### config.mk
export PLATFORM = sky130hd
export DESIGN_NAME = sw_switchover
export DESIGN_NICKNAME = d
export VERILOG_FILES = /design/src/rtl/sw_pkg.sv /design/src/rtl/sw_seal_ctl.sv /design/src/rtl/sw_mode_fsm.sv /design/src/rtl/sw_switchover.sv
export SDC_FILE = /design/constraint.sdc
export NUM_CORES = 1
export LEC_CHECK = 0
export ABC_AREA = 1
export BUFFER_PORTS_ARGS = -buffer_cell sky130_fd_sc_hd__buf_2
export CORE_AREA = 8 8 47 49
export CTS_CLUSTER_DIAMETER = 150
export DETAILED_ROUTE_END_ITERATION = 10
export DIE_AREA = 0 0 55 57
export MAX_ROUTING_LAYER = met4
export PLACE_DENSITY_LB_ADDON = 0.3
export SYNTH_ARGS = -nofsm -noshare
export SYNTH_HDL_FRONTEND = slang
export SYNTH_SLANG_ARGS = --single-unit
### constraint.sdc
create_clock -name clk -period 1.65 [get_ports clk]
set_clock_uncertainty 0.2 [all_clocks]
set_input_delay 0.165 -clock clk [delete_from_list [all_inputs] [get_ports clk]]
set_output_delay 0.165 -clock clk [all_outputs]
set_load 0.05 [all_outputs]
### src/rtl/sw_pkg.sv
package sw_pkg;
  typedef enum logic [1:0] {
    MODE_MAIN     = 2'd0,
    MODE_AUTO_BAT = 2'd1,
    MODE_MAN_BAT  = 2'd2
  } sw_mode_e;
endpackage

### src/rtl/sw_seal_ctl.sv
module sw_seal_ctl #(
  parameter int SEAL_MIN_MS = 5,
  parameter int SEAL_MAX_MS = 35
) (
  input  logic clk,
  input  logic rst_n,
  input  logic ms_tick,
  input  logic main_ok,
  input  logic pf_out_low,
  input  logic pf_in_at_main,
  input  logic sys_rst_n,
  output logic seal_q,
  output logic seal_d
);
  localparam int CNT_W = $clog2(SEAL_MAX_MS + 2);
  localparam logic [CNT_W-1:0] CNT_SAT = CNT_W'(SEAL_MAX_MS + 1);
  localparam logic [CNT_W-1:0] CNT_LO  = CNT_W'(SEAL_MIN_MS);
  localparam logic [CNT_W-1:0] CNT_HI  = CNT_W'(SEAL_MAX_MS);

  logic [CNT_W-1:0] cnt_q, cnt_d;
  logic             cnt_en;
  logic             qual, qual_q;
  logic             srst_q;
  logic             in_win, arm, clr;

  assign qual   = pf_out_low & pf_in_at_main & main_ok;
  assign cnt_en = ~qual | ms_tick;
  assign in_win = (cnt_q >= CNT_LO) && (cnt_q <= CNT_HI);
  assign arm    = qual_q & ~main_ok & in_win;
  assign clr    = sys_rst_n & ~srst_q & main_ok;

  always_comb begin
    if (!qual)                 cnt_d = '0;
    else if (cnt_q != CNT_SAT) cnt_d = cnt_q + 1'b1;
    else                       cnt_d = cnt_q;
  end

  always_comb begin
    if (clr)      seal_d = 1'b0;
    else if (arm) seal_d = 1'b1;
    else          seal_d = seal_q;
  end

  always_ff @(posedge clk or negedge rst_n) begin
    if (!rst_n) begin
      cnt_q  <= '0;
      qual_q <= 1'b0;
      srst_q <= 1'b0;
      seal_q <= 1'b0;
    end else begin
      if (cnt_en) cnt_q <= cnt_d;
      qual_q <= qual;
      srst_q <= sys_rst_n;
      seal_q <= seal_d;
    end
  end
endmodule

### src/rtl/sw_mode_fsm.sv
module sw_mode_fsm
  import sw_pkg::*;
(
  input  logic     clk,
  input  logic     rst_n,
  input  logic     main_ok,
  input  logic     main_gt_bat,
  input  logic     main_lt_min,
  input  logic     man_sw,
  input  logic     seal_q,
  output sw_mode_e mode_q,
  output sw_mode_e mode_d
);
  logic lost;

  assign lost = main_lt_min | (~main_ok & ~main_gt_bat);

  always_comb begin
    mode_d = mode_q;
    if (seal_q) begin
      mode_d = MODE_MAIN;
    end else begin
      case (mode_q)
        MODE_MAIN: begin
          if (lost)        mode_d = MODE_AUTO_BAT;
          else if (man_sw) mode_d = MODE_MAN_BAT;
        end
        MODE_AUTO_BAT: begin
          if (!lost) mode_d = man_sw ? MODE_MAN_BAT : MODE_MAIN;
        end
        MODE_MAN_BAT: begin
          if (lost) mode_d = MODE_AUTO_BAT;
        end
        default: mode_d = MODE_MAIN;
      endcase
    end
  end

  always_ff @(posedge clk or negedge rst_n) begin
    if (!rst_n) mode_q <= MODE_MAIN;
    else        mode_q <= mode_d;
  end
endmodule

### src/rtl/sw_switchover.sv
module sw_switchover
  import sw_pkg::*;
#(
  parameter int SEAL_MIN_MS = 5,
  parameter int SEAL_MAX_MS = 35
) (
  input  logic clk,
  input  logic rst_n,
  input  logic ms_tick,
  input  logic main_ok,
  input  logic main_gt_bat,
  input  logic main_lt_min,
  input  logic man_sw,
  input  logic pf_out_low,
  input  logic pf_in_at_main,
  input  logic sys_rst_n,
  output logic rail_on_bat,
  output logic bat_status
);
  logic     seal_q, seal_d;
  sw_mode_e mode_q, mode_d;
  logic     status_q;

  sw_seal_ctl #(
    .SEAL_MIN_MS (SEAL_MIN_MS),
    .SEAL_MAX_MS (SEAL_MAX_MS)
  ) u_seal (
    .clk           (clk),
    .rst_n         (rst_n),
    .ms_tick       (ms_tick),
    .main_ok       (main_ok),
    .pf_out_low    (pf_out_low),
    .pf_in_at_main (pf_in_at_main),
    .sys_rst_n     (sys_rst_n),
    .seal_q        (seal_q),
    .seal_d        (seal_d)
  );

  sw_mode_fsm u_mode (
    .clk         (clk),
    .rst_n       (rst_n),
    .main_ok     (main_ok),
    .main_gt_bat (main_gt_bat),
    .main_lt_min (main_lt_min),
    .man_sw      (man_sw),
    .seal_q      (seal_q),
    .mode_q      (mode_q),
    .mode_d      (mode_d)
  );

  always_ff @(posedge clk or negedge rst_n) begin
    if (!rst_n) status_q <= 1'b0;
    else        status_q <= (mode_d != MODE_MAIN) & ~seal_d;
  end

  assign rail_on_bat = (mode_q != MODE_MAIN) & ~seal_q;
  assign bat_status  = status_q;
endmodule

# Yosys cells after proc, flatten, opt, wreduce, memory -nomap -nowiden

Index checks and enable logic that the tools add are counted.

Register bits after elaboration: 12
Output and inout port bits: 2

$add $sub $neg: 1
Order comparisons: 2
Eq/ne operators: 4
Muxes and demuxes: 11
Bitwise logic cells: 17
Reductions and logical operators: 5

Operator list:

| kind                  | number |
|---|---|
| $mux W2               | 6 |
| $mux W6               | 2 |
| $and A1 B1 Y1         | 9 |
| $add A6 B1 Y6 const B | 1 |
| $ge A6 B3 Y1 const B  | 1 |
| $le A6 B6 Y1 const B  | 1 |
| $ne A6 B6 Y1 const B  | 1 |
| $not A1 Y1            | 6 |
| $pmux W2 S3           | 1 |
| $reduce_bool A2 Y1    | 2 |
| $eq A2 B1 Y1 const B  | 1 |
| $eq A2 B2 Y1 const B  | 1 |
| $logic_not A2 Y1      | 1 |
| $mux W1               | 2 |
| $ne A2 B2 Y1 const B  | 1 |
| $or A1 B1 Y1          | 2 |
| $reduce_and A2 Y1     | 1 |
| $logic_and A1 B1 Y1   | 1 |

# Longest topological paths before layout

Depth in word-level cells: 8
Gate-level depth with buffers: 9

# By module

A second synthesis with hierarchy kept.

Cell total of the unflattened synthesis: 92
Area, all modules: 730.7 um^2

Modules (own cells, without submodules):

| module        | instances | cells each | area each (um^2) | seq. area each (um^2) |
|---|---|---|---|---|
| sw_seal_ctl   | 1         | 73         | 589.3            | 225.2 |
| sw_mode_fsm   | 1         | 14         | 101.3            | 50.0 |
| sw_switchover | 1         | 5          | 40.0             | 25.0 |

# Worst setup path after synthesis

No wires, ideal clock.

Path type: register -> register
Start: reg u_seal.cnt_q[0]
End: reg u_seal.cnt_q[4]
Data arrival time: 1.156 ns
Data required time: 1.329 ns
Slack: 0.173 ns
Cell stages (with the launch flop): 7
Path buffers: 0
Cells stage by stage: dfrtp_1 > inv_1 > ha_1 > nand4_2 > a21o_1 > nand2_1 > o21ai_1

Word-level cells in the longest chain between the ends: 3

RTL lines:

| item                                          | RTL line          | source |
|---|---|---|
| start, declared                               | sw_seal_ctl.sv:20 | `logic [CNT_W-1:0] cnt_q, cnt_d;` |
| start signal, assigned                        | sw_seal_ctl.sv:51 | `if (cnt_en) cnt_q <= cnt_d;` |
| $add A6 B1 Y6 or $ne A6 B6 Y1 (tied branches) | sw_seal_ctl.sv:34 | `else if (cnt_q != CNT_SAT) cnt_d = cnt_q + 1'b1;` |
| $mux W6 or $ne A2 B2 Y1 (tied branches)       | --                |  |
| $mux W6 or $reduce_and A2 Y1 (tied branches)  | --                |  |

Several ways; a longest one is shown, not always the timed one. The select of a mux whose other input is x is not followed.
A chain may end at the register's enable or synchronous reset.

# Worst setup path after layout

Start: reg u_seal.cnt_q[1]
End: reg u_seal.cnt_q[4]

Same word-level chain as after synthesis.

==> out/metrics.cfg <==
[worst_hold_path]
min_path_type = in2reg

[route]
post_drt_wl_per_cell_um = 11.4
met3_length_um = 95
drc = 0
drt-pass1-iter-count = 4
wl_met2_um = 626
antenna_left = 0
top_layer = met4
drt_iter0_markers = 12
via_per_inst = 4.89
wl_met1_um = 644
vias = 602
wirelength_um = 1400

[critical_path]
crit_chain = inv_2 -> ha_1 -> nand4_2 -> a21o_1 -> nand2_1 -> o21ai_1
worstSetupStartpointType = flop
cp-end-kind = flop
cp_data_arrival_time_ns = 1.49
max_stage_delay_ns = 0.42
worstPathMaxFanout = 5
critPathSlowestCell = dfrtp_1
cp.required_ns = 1.61
critPathKind = reg2reg

[yosys]
syn_area_um2 = 702
syn_inst = 87
yosysMostFrequentCell = nand2_1
synth_commonest_cells = 18 x nand2_1, 14 x inv_1, 13 x nor2_1
synth_edf_count = 0
synthTopCellsByArea = dfrtp_1 43%, nand2_1 9.6%, ha_1 8.9%
avgSynthCellArea_um2 = 8.07
ys.flop_type = dfrtp_1
syn_nets = 102
synth_cell_types = 20
yosysTopAreaCellShare_pct = 42.8
synth-seq-area-share_pct = 42.8
synth_top_cell_by_area = dfrtp_1
synth_seq_cells = 12
synth-warning-count = 0
async_flop_share_pct = 100

[clocking]
htree_levels = 1
postCtsSetupBuffers = 0
clk_path_buf_depth = 2
cts_tree = yes
clk_latency_ns = 0.27
clkTransAtPathRegs_ns = 0.07
clock-root-buffer = clkbuf_4
clock-sinks = 12
cts_buffers = 3

[global_route]
overflow = 0
grt_first_pass_wirelength_um = 2370
grt_usage_pct = 10.1
antenna_found_initial = 0
grt_pass1_vias = 578
grt_start_max_net_pins = 13

[floorplan]
initial_core_util_pct = 44.5
rows = 15
boundaryPins = 12
coreArea_um2 = 1580
die-area_um2 = 3140
dieWidth_um = 55
die_height_um = 57

[placed_design]
post-place-ws_ns = 0.109
place_hpwl_um = 1100
port_buffers = 11
gp_congestion = 0.828

[timing]
layout_setup_ws_ns = 0.115
drv_slew = 0
hold_viol_final = 1
period_needed_ns = 1.54
relSlewSlack_pct = 81.7
fin_crit_sh_pct = 93.0
timing.hold.ws_ns = -0.00337
fmax_ghz = 0.651
worstMarginPinSlew_ns = 0.275
tns_ns = 0
rsz0062_at_grt = false
setup_violations = 0

[pwr]
power_density_nw_per_um2 = 683
p_leak_nw = 0.444
ir_worst_vdd_v = 0.000308

[finish]
fillers = 158
fin_nets = 123
insertedDiodeCount = 0
final_layout_size_suffix_gt1_share_pct = 21.7
synthToLayoutAreaGrowth_pct = 20.9

[run]
maxCapViolations = 0

[outcome]
violations = hold timing
outcome = finished with violations

-- cell families after synthesis --
| logic type | Yosys count | share of synthesized area [%] |
|---|---|---|
| flip-flops | 12 | 42.8 |
| adder cells (fa/ha/maj) | 5 | 8.91 |
| AND/OR/NAND/NOR | 44 | 29.2 |
| buffers and inverters | 14 | 7.49 |
| AO/OA/AOI/OAI | 11 | 10.3 |
| XOR/XNOR | 1 | 1.25 |
-- layout by cell type (no fill, tap or decap), drive strengths merged --
master       netlist  final
dlygate4sd3        0      4
buf                0     12
nor2              14     14
o21ai              4      4
o21bai             2      2
a21o               1      1
dfrtp             12     12
ha                 5      5
xor2               1      1
clkbuf             0      3
nand3              7      7
a21boi             1      1
a21oi              3      3
nand4              3      3
nor3               1      1
nand3b             1      1
nand2             18     18
inv               14     14
-- metrics by stage --
step           hold slack [ns]  instances  instance area [um^2]  utilization, %  total power [W]
3_5_place_dp            -0.137        116                   786            49.8         0.000405
4_1_cts               0.000310        123                   848            53.8         0.000584
6_report              -0.00337        123                   848            53.8         0.000579
3_3_place_gp            -0.144        116                   786            49.8         0.000404
5_1_grt                 0.0129        123                   848            53.8         0.000605
2_1_floorplan           -0.331         87                   702               -         0.000369
-- path summary, 6_finish.rpt --
kind	cells past startpoint	endpoint	slack [ns]	start
setup / recovery	6	u_seal.cnt_q[4]$_DFFE_PN0P_	0.11	u_seal.cnt_q[1]$_DFFE_PN0P_
hold / removal	3	u_mode.mode_q[1]$_DFF_PN0_	-0.003	man_sw
setup reg to reg	6	u_seal.cnt_q[4]$_DFFE_PN0P_	0.11	u_seal.cnt_q[1]$_DFFE_PN0P_
hold reg to reg	2	bat_status$_DFF_PN0_	0.34	u_seal.srst_q$_DFF_PN0_
max in group asynchronous	2	u_seal.cnt_q[5]$_DFFE_PN0P_	0.93	rst_n
min in group asynchronous	2	u_seal.seal_q$_DFF_PN0_	0.10	rst_n
-- critical path, delay by kind of cell, from the launching register on --
family	cells	cell delay, ns
buffers and inverters	1	0.09
AO/OA/AOI/OAI	2	0.30
flip-flops	1	0.42
adder cells (fa/ha/maj)	1	0.17
AND/OR/NAND/NOR	2	0.23
-- power breakdown --
group / switching, W / internal (W) / total (W)
Clock: 0.0000891 / 0.0000842 / 0.000173
Sequential: 0.00000462 / 0.000306 / 0.000310
Combinational: 0.0000627 / 0.0000329 / 0.0000956
-- sequential cells by signal (all words and copies together), names as in the netlist --
register       count
u_mode.mode_q      2
u_seal.srst_q      1
bat_status         1
u_seal.qual_q      1
u_seal.seal_q      1
u_seal.cnt_q       6
-- what timing repair did --
item,in CTS,in global routing
gates resized for setup,0,2
hold buffers,4,0
setup endpoints to repair,0,2
endpoints found under the hold margin,15,0
-- cell type report --
cell class | instances | area, um^2 | area share [%]
Inverter | 14 | 52.6 | 6.19
Sequential cell | 12 | 300 | 35.4
Multi-Input combinational cell | 61 | 349 | 41.2
Clock buffer | 3 | 22.5 | 2.65
Timing Repair Buffer | 16 | 103 | 12.1
Tap cell | 17 | 21.3 | 2.51
-- metal layers --
layer	vias up	GRT usage, %
met5	-	-
li1	315	-
met4	0	6.19
met2	15	14.3
met1	268	12.7
met3	4	1.82
Note: power is estimated with default switching activity, not from simulation.
